--- src/rtl/eye_mon_pkg.sv ---
package eye_mon_pkg;

    localparam int EYE_W = 6;
    localparam int THR_W = 4;
    localparam int PER_W = 4;

    typedef enum logic {
        ACQ_IDLE = 1'b0,
        ACQ_WAIT = 1'b1
    } acq_state_e;

    typedef struct packed {
        logic [EYE_W-1:0] heo;
        logic [EYE_W-1:0] veo;
        logic             no_hits;
        logic             closed;
    } eye_meas_t;

    typedef struct packed {
        logic [THR_W-1:0] heo;
        logic [THR_W-1:0] veo;
    } eye_thr_t;

    // value compared against nibble scaled by four
    function automatic logic meets_thr(input logic [EYE_W-1:0] val,
                                       input logic [THR_W-1:0] thr);
        return val >= {thr, 2'b00};
    endfunction

    // closed eye fails regardless of reported openings
    function automatic logic eye_pass(input eye_meas_t m, input eye_thr_t t);
        return !m.closed && meets_thr(m.heo, t.heo) && meets_thr(m.veo, t.veo);
    endfunction

endpackage

--- src/rtl/interval_timer.sv ---
module interval_timer #(
    parameter int TICKS_PER_BASE = 13,
    parameter int PER_W          = 4
) (
    input  logic             clk,
    input  logic             rst,
    input  logic             run_i,
    input  logic             tick_i,
    input  logic [PER_W-1:0] period_i,
    output logic             expire_o
);
    localparam int TW = (TICKS_PER_BASE > 1) ? $clog2(TICKS_PER_BASE) : 1;

    logic [TW-1:0]    tick_cnt;
    logic [PER_W-1:0] base_cnt;
    logic [PER_W-1:0] limit_m1;
    logic             tick_last;
    logic             base_last;

    always_comb begin
        limit_m1  = (period_i == '0) ? '0 : period_i - 1'b1;
        tick_last = (tick_cnt == TW'(TICKS_PER_BASE - 1));
        base_last = (base_cnt == limit_m1);
        expire_o  = run_i && tick_i && tick_last && base_last;
    end

    always_ff @(posedge clk) begin
        if (rst || !run_i) begin
            tick_cnt <= '0;
            base_cnt <= '0;
        end else if (tick_i) begin
            if (tick_last) begin
                tick_cnt <= '0;
                base_cnt <= base_last ? '0 : base_cnt + 1'b1;
            end else begin
                tick_cnt <= tick_cnt + 1'b1;
            end
        end
    end

endmodule

--- src/rtl/acq_sequencer.sv ---
module acq_sequencer
    import eye_mon_pkg::*;
#(
    parameter int TIMEOUT_CYC = 64
) (
    input  logic clk,
    input  logic rst,
    input  logic active_i,
    input  logic trig_i,
    input  logic done_i,
    output logic start_o,
    output logic waiting_o,
    output logic accept_o,
    output logic timeout_o
);
    localparam int CW = $clog2(TIMEOUT_CYC + 1);

    acq_state_e    state;
    logic [CW-1:0] to_cnt;
    logic          start_q;

    always_comb begin
        waiting_o = (state == ACQ_WAIT);
        accept_o  = waiting_o && active_i && done_i;
        timeout_o = waiting_o && active_i && !done_i
                    && (to_cnt == CW'(TIMEOUT_CYC - 1));
        start_o   = start_q;
    end

    always_ff @(posedge clk) begin
        if (rst) begin
            state   <= ACQ_IDLE;
            to_cnt  <= '0;
            start_q <= 1'b0;
        end else begin
            start_q <= 1'b0;
            unique case (state)
                ACQ_IDLE: begin
                    to_cnt <= '0;
                    if (active_i && trig_i) begin
                        state   <= ACQ_WAIT;
                        start_q <= 1'b1;
                    end
                end
                ACQ_WAIT: begin
                    if (!active_i || accept_o || timeout_o) begin
                        state  <= ACQ_IDLE;
                        to_cnt <= '0;
                    end else begin
                        to_cnt <= to_cnt + 1'b1;
                    end
                end
                default: state <= ACQ_IDLE;
            endcase
        end
    end

endmodule

--- src/rtl/eye_qualifier.sv ---
module eye_qualifier
    import eye_mon_pkg::*;
(
    input  logic      clk,
    input  logic      rst,
    input  logic      cdr_lock_i,
    input  logic      accept_i,
    input  logic      timeout_i,
    input  eye_meas_t meas_i,
    input  eye_thr_t  lock_thr_i,
    input  eye_thr_t  irq_thr_i,
    output logic      lock_ok_o,
    output logic      evt_o,
    output logic      clean_o
);
    logic lock_q;
    logic evt_q;
    logic clean_q;

    always_ff @(posedge clk) begin
        if (rst) begin
            lock_q  <= 1'b0;
            evt_q   <= 1'b0;
            clean_q <= 1'b0;
        end else begin
            evt_q <= accept_i && !eye_pass(meas_i, irq_thr_i);
            if (accept_i) begin
                clean_q <= meas_i.no_hits;
            end
            if (!cdr_lock_i || timeout_i) begin
                lock_q <= 1'b0;
            end else if (accept_i) begin
                lock_q <= eye_pass(meas_i, lock_thr_i);
            end
        end
    end

    // raw lock loss removes qualified lock without waiting for an edge
    assign lock_ok_o = lock_q && cdr_lock_i;
    assign evt_o     = evt_q;
    assign clean_o   = clean_q;

endmodule

--- src/rtl/eye_lock_monitor.sv ---
module eye_lock_monitor
    import eye_mon_pkg::*;
#(
    parameter int TICKS_PER_BASE = 13,
    parameter int TIMEOUT_CYC    = 64
) (
    input  logic             clk,
    input  logic             rst,
    input  logic             tick_i,
    input  logic             mon_en_i,
    input  logic             cdr_lock_i,
    input  logic             adapt_done_i,
    input  logic [PER_W-1:0] period_i,
    input  logic [THR_W-1:0] heo_lock_thr_i,
    input  logic [THR_W-1:0] veo_lock_thr_i,
    input  logic [THR_W-1:0] heo_irq_thr_i,
    input  logic [THR_W-1:0] veo_irq_thr_i,
    input  logic             man_ovr_en_i,
    input  logic             man_req_i,
    output logic             meas_start_o,
    input  logic             meas_done_i,
    input  logic [EYE_W-1:0] meas_heo_i,
    input  logic [EYE_W-1:0] meas_veo_i,
    input  logic             meas_no_hits_i,
    input  logic             meas_closed_i,
    output logic             lock_ok_o,
    output logic             eye_evt_o,
    output logic             clean_o
);
    logic      active;
    logic      acq_waiting;
    logic      timer_run;
    logic      timer_expire;
    logic      trig;
    logic      accept;
    logic      timeout;
    eye_meas_t meas;
    eye_thr_t  lock_thr;
    eye_thr_t  irq_thr;

    always_comb begin
        active    = mon_en_i && cdr_lock_i && adapt_done_i;
        timer_run = active && !acq_waiting;
        trig      = timer_expire || (man_ovr_en_i && man_req_i);
        meas      = '{heo: meas_heo_i, veo: meas_veo_i,
                      no_hits: meas_no_hits_i, closed: meas_closed_i};
        lock_thr  = '{heo: heo_lock_thr_i, veo: veo_lock_thr_i};
        irq_thr   = '{heo: heo_irq_thr_i, veo: veo_irq_thr_i};
    end

    interval_timer #(
        .TICKS_PER_BASE(TICKS_PER_BASE),
        .PER_W         (PER_W)
    ) i_timer (
        .clk     (clk),
        .rst     (rst),
        .run_i   (timer_run),
        .tick_i  (tick_i),
        .period_i(period_i),
        .expire_o(timer_expire)
    );

    acq_sequencer #(
        .TIMEOUT_CYC(TIMEOUT_CYC)
    ) i_seq (
        .clk      (clk),
        .rst      (rst),
        .active_i (active),
        .trig_i   (trig),
        .done_i   (meas_done_i),
        .start_o  (meas_start_o),
        .waiting_o(acq_waiting),
        .accept_o (accept),
        .timeout_o(timeout)
    );

    eye_qualifier i_qual (
        .clk       (clk),
        .rst       (rst),
        .cdr_lock_i(cdr_lock_i),
        .accept_i  (accept),
        .timeout_i (timeout),
        .meas_i    (meas),
        .lock_thr_i(lock_thr),
        .irq_thr_i (irq_thr),
        .lock_ok_o (lock_ok_o),
        .evt_o     (eye_evt_o),
        .clean_o   (clean_o)
    );

endmodule

--- config.mk ---
export PLATFORM = sky130hd
export DESIGN_NAME = eye_lock_monitor
export DESIGN_NICKNAME = d
export VERILOG_FILES = /design/src/rtl/eye_mon_pkg.sv /design/src/rtl/interval_timer.sv /design/src/rtl/acq_sequencer.sv /design/src/rtl/eye_qualifier.sv /design/src/rtl/eye_lock_monitor.sv
export SDC_FILE = /design/constraint.sdc
export NUM_CORES = 1
export LEC_CHECK = 0
export BUFFER_PORTS_ARGS = -buffer_cell sky130_fd_sc_hd__buf_2
export CORE_MARGIN = 3
export CORE_UTILIZATION = 46
export DETAILED_ROUTE_END_ITERATION = 12
export GPL_ROUTABILITY_DRIVEN = 0
export PLACE_DENSITY = 0.76
export SYNTH_ARGS = -nofsm -noshare
export SYNTH_HDL_FRONTEND = slang
export SYNTH_HIERARCHICAL = 1
export SYNTH_SLANG_ARGS = --single-unit
--- constraint.sdc ---
create_clock -name clk -period 1.85 [get_ports clk]
set_input_delay 0.0925 -clock clk [delete_from_list [all_inputs] [get_ports clk]]
set_output_delay 0.0925 -clock clk [all_outputs]
set_load 0.005 [all_outputs]
==> results.sh, run 1 <==
export IMPL_outcome="finished, final reports clean"
export IMPL_layout_nets=291
export IMPL_synthesized_area_fraction_occupied_by_and_or_nand_nor_cells_pct=27.9
export IMPL_setup_viol_count_final=0
export IMPL_max_freq_mhz=587
export IMPL_cp_required_ns=2.04
export IMPL_dr_total_vias=1371
export IMPL_cts_hold_repair_buffers=0
export IMPL_grt_use_met1_pct=21.1
export IMPL_maxSlewViolCount=0
export IMPL_synth_area_leader_cell="dfxtp_1"
export IMPL_first_pass_grt_wire_length_um=5280
export IMPL_number_of_enable_flip_flop_cells_after_synthesis=0
export IMPL_power_leakage_nw=0.854
export IMPL_cts_htree_levels=1
export IMPL_clk_latency_ns=0.30
export IMPL_postSynthCellCount=176
export IMPL_instances_no_fill=269
export IMPL_synth_compound_area_share_pct=15.2
export IMPL_max_clock_path_buffers=2
export IMPL_powerDensity_nw_per_um2=468
export IMPL_critical_path_endpoint_type="register"
export IMPL_rsz0062_at_grt="false"
export IMPL_origin_of_the_worst_min_delay_path="meas_no_hits_i"
export IMPL_main_combinational_cell_family_by_area_after_synthesis="simple AND/OR/NAND/NOR gates"
export IMPL_power_combinational_fraction_pct=19.2
export IMPL_cts_tree="yes"
export IMPL_port_buffers=46
export IMPL_grt_util_met2_pct=26.9
export IMPL_worst_path_max_fanout=6
export IMPL_ys_top_cells_by_area="dfxtp_1 (28%), ha_1 (17%), inv_1 (5.4%)"
export IMPL_initial_antenna_violation_count=0
export IMPL_reg2reg_depth=8
export IMPL_clkPwrFrac_pct=29.7
export IMPL_initial_core_utilization_pct=50.5
export IMPL_fin_util_pct=62.9
export IMPL_muxShareOfSynthArea_pct=2.07
export IMPL_hold_violations=0
export IMPL_worst_r2r_endpoint="i_seq/waiting_o"
export IMPL_postRouteWirelength_um=2970
export IMPL_critPathArrivalTime_ns=1.90
export IMPL_timing_hold_worst_path_depth=3
export IMPL_tritoncts_num_buffers=3
export IMPL_groute_usage_overall_pct=16.1
export IMPL_internal_power_mw=0.637
export IMPL_adder_cell_share_of_the_synthesized_area_pct=17.2
export IMPL_ys_ff_latch=20
export IMPL_ys_warnings_count=6
export IMPL_layout_min_cycle_time_ns=1.70
export IMPL_final_area_um2=1810
export IMPL_slew_limit_headroom_pct=67.4
export IMPL_area_growth_pct=24.5
export IMPL_setup_worst_path_class="reg -> reg"
export IMPL_period_share_pct=92.1
export IMPL_timing_worst_slew_pin_value_ns=0.487
export IMPL_synth_xor_xnor_area_share_pct=3.62
export IMPL_clock_sinks=20
export IMPL_dr_first_iter_drc_count=56
export IMPL_viasPerCell=5.10
export IMPL_sum_neg_setup_slack_ns=0
export IMPL_drt_pass1_iterations=4
export IMPL_half_perimeter_wire_length_after_placement_um=2480
export IMPL_antenna_cells_inserted=0
export IMPL_ant_nets=0
export IMPL_clkTransAtPathRegs_ns=0.11
export IMPL_grt_max_degree=12
export IMPL_yosys_area_top_type_share_pct=27.6
export IMPL_master_of_the_slowest_instance_on_the_critical_path="dfxtp_1"
export IMPL_grt_use_met3_pct=2.52
export IMPL_fraction_of_power_spent_switching_nets_pct=24.7
export IMPL_timing_hold_worst_endpoint="i_qual/clean_o"
export IMPL_drive_above_1_share_pct=28.6
export IMPL_cpPeakStageDelay_ns=0.32
export IMPL_worst_r2r_startpoint="i_timer/base_cnt[0]"
export IMPL_root_buffer="clkbuf_4"
export IMPL_critPathLaunchType="register"
export IMPL_clock_skew_final_ns=0.00422
export IMPL_grt_most_used_layer="met2"
export IMPL_ios=47
export IMPL_nFillCells=274
export IMPL_hold_path_class="in -> reg"
export IMPL_worst_path_buf_inv=1
export IMPL_hold_worst_slack_ns=0.0291
export IMPL_grt_remaining_overflow=0
export IMPL_core_area_um2=2880
export IMPL_placed_area_um2=1740
export IMPL_drc_errors=0
export IMPL_dp_cells=264
export IMPL_design_die_area_um2=3870
export IMPL_syn_mean_instance_area_um2=8.25
export IMPL_wl_per_cell_um=11.0
export IMPL_syn_nets=239
export IMPL_vdd_ir_drop_worst_uv=538
export IMPL_synth_main_ff_cell="dfxtp_1"
export IMPL_timing_critical_path_cells="buf_4, nor3_1, a31oi_1, and4_1, and3_4, a21o_1, nor4bb_4, nand2b_1"
export IMPL_post_synth_num_cell_types=42
export IMPL_mappedNetlistArea_um2=1450
export IMPL_p_sw_mw=0.209
export IMPL_synthArstFlopShare_pct=0
export IMPL_die_x_um=62.2
export IMPL_drv_max_cap_violation_count=0
export IMPL_worst_path_dominant_cell_family="simple AND/OR/NAND/NOR gates"
export IMPL_ff2ff_setup_slack_ns=0.15
export IMPL_std_cell_rows=19
export IMPL_power_sequential_fraction_pct=51.1
export IMPL_synth_seq_area_share_pct=27.6
export IMPL_grt_pass1_vias=1306
export IMPL_die_h_um=62.2
[area by class of cell]
type	instances	area, µm²	share of cell area (%)
timing repair buffer	50	260	14.4
tap	42	52.6	2.90
inverter	21	78.8	4.36
sequential	20	403	22.3
multi-input combinational	132	978	54.1
clock buffer	4	36.3	2.01
[kinds of logic after synthesis]
group                    count (synthesis)
AND/OR/NAND/NOR                         72
AO/OA/AOI/OAI                           31
buffers and inverters                   24
adder cells (fa/ha/maj)                 20
flip-flops                              20
XOR/XNOR                                 6
multiplexers                             3
[worst max path at each step]
stage,start,to,slack [ns],depth (start not counted)
6_report,i_timer/base_cnt[0],i_seq/waiting_o,0.15,8
5_1_grt,i_timer/base_cnt[3],i_seq/waiting_o,0.003,8
4_1_cts,i_timer/base_cnt[0],i_seq/waiting_o,0.007,8
3_5_place_dp,i_timer/base_cnt[0],i_seq/waiting_o,-0.02,8
3_3_place_gp,i_timer/base_cnt[0],i_seq/waiting_o,0.06,8
2_1_floorplan,i_timer/base_cnt[0],i_seq/waiting_o,0.11,8
[cell usage in the layout (no fill, tap or decap), types with 2 or more instances in the layout]
master    Yosys  routed
buf_2         0      46
inv_1        21      21
ha_1         20      20
dfxtp_1      20      18
nor2_1       17      17
nand2_1       9       9
o21ai_0       9       9
nand3_1       7       7
a21oi_1       6       6
nor3_1        6       6
and3_1        6       5
nor2b_1       5       5
a311oi_1      4       4
buf_4         1       4
clkbuf_4      0       3
mux2i_1       3       3
nor3b_1       3       3
xnor2_1       3       3
xor2_1        3       3
nand4_1       3       3
nor4_1        2       2
or3_1         2       2
nand2b_1      2       2
a31oi_1       2       2
and4_1        2       2
dfxtp_2       0       2
[flip-flops by register name, summed over array words and instances, names as in the netlist]
register / cells
i_qual/lock_q: 1
i_seq/start_o: 1
i_seq/to_cnt: 7
i_qual/clean_o: 1
i_seq/waiting_o: 1
i_qual/evt_o: 1
i_timer/tick_cnt: 4
i_timer/base_cnt: 4
[Yosys cell counts (2+ instances only)]
cell and n:
a31oi_1 2, a21oi_1 6, xor2_1 3, nand2_1 9, and3_1 6, nor2_1 17
or3_1 2, clkbuf_1 2, nor3b_1 3, inv_1 21, ha_1 20, nand4_1 3
xnor2_1 3, mux2i_1 3, a311oi_1 4, nor2b_1 5, and4_1 2, nand3_1 7
o21ai_0 9, nor4_1 2, nand2b_1 2, nor3_1 6, dfxtp_1 20
[per-stage QoR]
| stage | worst slack [ns] | power (mW) |
|---|---|---|
| after floorplan | 0.110 | 0.532 |
| after CTS | 0.00728 | 0.862 |
| after global routing | 0.00330 | 0.901 |
| final | 0.146 | 0.846 |
| after detailed placement | -0.0153 | 0.602 |
| after global placement | 0.0641 | 0.598 |
[worst reg2reg max path: stages, from the launching register on]
cell and delay (ns):
dfxtp_1 0.32, buf_4 0.15, nor3_1 0.19, a31oi_1 0.09, and4_1 0.23, and3_4 0.18, a21o_1 0.16, nor4bb_4 0.15
nand2b_1 0.14
[metal layers]
metal / share of wire, % / wire length [µm]
met5: 0 / 0
met4: 1.5 / 44
met3: 4.0 / 119
met2: 47 / 1390
met1: 48 / 1420
[timing repair]
action	in CTS	in global routing
resized for setup	2	3
pin swaps	1	2
buffers inserted	1	0
endpoints found under the setup margin	1	1
hold endpoints to repair	0	0
[power groups by stage]
stage / sequential, mW / combinational [mW] / clock, mW
CTS: 0.432 / 0.164 / 0.266
global route: 0.433 / 0.190 / 0.279
global placement: 0.442 / 0.156 / 0
floorplan: 0.442 / 0.0905 / 0
detailed placement: 0.442 / 0.160 / 0
finish: 0.432 / 0.162 / 0.252
Note: power is estimated with default switching activity, not from simulation.
==> run 2, diff against run 1 <==
- CORE_MARGIN: 3 -> unset
- CORE_UTILIZATION: 46 -> 45
- PLACE_DENSITY: 0.76 -> 0.75
==> results.sh, run 2 (synthesis gave the netlist of run 1 again) <==
export IMPL_initial_core_utilization_pct=47.6
export IMPL_critical_path_endpoint_type="register"
export IMPL_max_clock_path_buffers=2
export IMPL_first_pass_grt_wire_length_um=4700
export IMPL_clock_skew_final_ns=0.00439
export IMPL_hold_violations=0
export IMPL_drv_max_cap_violation_count=0
export IMPL_worst_path_max_fanout=7
export IMPL_worst_r2r_startpoint="i_timer/base_cnt[1]"
export IMPL_rsz0062_at_grt="false"
export IMPL_postRouteWirelength_um=2890
export IMPL_powerDensity_nw_per_um2=470
export IMPL_setup_worst_path_class="reg -> reg"
export IMPL_ios=47
export IMPL_reg2reg_depth=8
export IMPL_period_share_pct=94.2
export IMPL_grt_remaining_overflow=0
export IMPL_maxSlewViolCount=0
export IMPL_master_of_the_slowest_instance_on_the_critical_path="dfxtp_1"
export IMPL_cts_hold_repair_buffers=0
export IMPL_wl_per_cell_um=10.7
export IMPL_antenna_cells_inserted=0
export IMPL_totalPowerFinal_mw=0.848
export IMPL_max_freq_mhz=574
export IMPL_design_die_area_um2=3460
export IMPL_top_regs="i_seq/to_cnt x7, i_timer/base_cnt x4, i_timer/tick_cnt x4"
export IMPL_largest_register_ff_count=7
export IMPL_layout_nets=290
export IMPL_cp_required_ns=2.04
export IMPL_drive_above_1_share_pct=27.9
export IMPL_drc_errors=0
export IMPL_clk_latency_ns=0.30
export IMPL_die_x_um=58.8
export IMPL_registers_top_by_ff_count="i_seq/to_cnt"
export IMPL_vdd_ir_drop_worst_uv=320
export IMPL_half_perimeter_wire_length_after_placement_um=2410
export IMPL_port_buffers=46
export IMPL_core_area_um2=3050
export IMPL_cts_tree="yes"
export IMPL_ant_nets=0
export IMPL_clock_sinks=20
export IMPL_placed_area_um2=1740
export IMPL_outcome="finished, final reports clean"
export IMPL_timing_hold_worst_endpoint="i_qual/clean_o"
export IMPL_timing_hold_worst_path_depth=3
export IMPL_power_leakage_nw=0.852
export IMPL_initial_antenna_violation_count=0
export IMPL_timing_worst_slew_pin_value_ns=0.427
export IMPL_tritoncts_num_buffers=3
export IMPL_viasPerCell=5.06
export IMPL_clkTransAtPathRegs_ns=0.11
export IMPL_worst_r2r_endpoint="i_seq/waiting_o"
export IMPL_area_growth_pct=24.1
export IMPL_origin_of_the_worst_min_delay_path="meas_no_hits_i"
export IMPL_grt_max_degree=12
export IMPL_final_area_um2=1800
export IMPL_fin_util_pct=59.1
export IMPL_std_cell_rows=20
export IMPL_mostFrequentLayoutCell="buf_2"
export IMPL_slew_limit_headroom_pct=71.5
export IMPL_drt_pass1_iterations=4
export IMPL_grt_pass1_vias=1161
export IMPL_critPathLaunchType="register"
export IMPL_layout_min_cycle_time_ns=1.74
export IMPL_root_buffer="clkbuf_4"
export IMPL_timing_critical_path_cells="o21ai_0, a31oi_1, nor3_2, and4_1, and3_1, a21o_1, nor4bb_4, nand2b_1"
export IMPL_final_cell_mix="buf_2 (46), inv_1 (21), ha_1 (20)"
export IMPL_dr_total_vias=1366
export IMPL_hold_path_class="in -> reg"
export IMPL_ff2ff_setup_slack_ns=0.11
export IMPL_cpPeakStageDelay_ns=0.46
export IMPL_setup_viol_count_final=0
export IMPL_die_h_um=58.8
export IMPL_cts_htree_levels=1
export IMPL_groute_usage_overall_pct=17.5
export IMPL_critPathArrivalTime_ns=1.94
export IMPL_dr_first_iter_drc_count=84
==> run 2: final cells by class <==
cell class | count | area (µm²)
Fill cell | 318 | 1250
Multi-Input combinational cell | 132 | 978
Sequential cell | 20 | 402
Timing Repair Buffer | 49 | 253
Inverter | 21 | 78.8
Tap cell | 44 | 55.1
Clock buffer | 4 | 36.3
==> run 2: worst max-delay path: cells and delay by family, from the launching register on <==
kind	cells	cell delay (ns)
and+or+nand+nor	5	0.68
AOI/OAI and AO/OA	3	0.50
DFF	1	0.46
==> run 2: report_power, final <==
| group | switching [mW] | internal (mW) |
|---|---|---|
| Sequential | 0.000911 | 0.431 |
| Clock | 0.134 | 0.120 |
| Combinational | 0.0757 | 0.0863 |
==> run 2: how the worst max path moves through the flow <==
stage / to / from / cells after the start
6_report: i_seq/waiting_o / i_timer/base_cnt[1] / 8
5_1_grt: i_seq/waiting_o / i_timer/base_cnt[1] / 8
4_1_cts: i_seq/waiting_o / i_timer/base_cnt[0] / 8
3_5_place_dp: i_seq/waiting_o / i_timer/base_cnt[0] / 8
3_3_place_gp: i_seq/waiting_o / i_timer/base_cnt[0] / 8
2_1_floorplan: i_seq/waiting_o / i_timer/base_cnt[0] / 8
==> run 2: stage by stage <==
stage | setup slack [ns] | std cells | hold WS [ns] | setup TNS, ns
6_report | 0.107 | 270 | 0.0328 | 0
5_1_grt | 0.00571 | 270 | 0.0510 | 0
3_3_place_gp | 0.0728 | 265 | 0.337 | 0
2_1_floorplan | 0.110 | 176 | 0.165 | 0
3_5_place_dp | -0.00603 | 265 | 0.345 | -0.00603
4_1_cts | 0.00794 | 269 | 0.0202 | 0
==> run 2: timing repair <==
| action | in CTS | in global routing |
|---|---|---|
| setup endpoints to repair | 1 | 2 |
| setup buffers | 0 | 1 |
| gates cloned | 0 | 0 |
| resized for setup | 2 | 2 |
| pin swaps | 0 | 3 |
==> run 2: layer usage <==
layer | up-vias | part of all wire, % | track usage (%)
li1 | 729 | - | -
met2 | 42 | 48 | 30.0
met4 | 0 | 0.83 | 5.10
met1 | 592 | 45 | 22.5
met3 | 3 | 6.1 | 3.08
met5 | - | 0 | 0
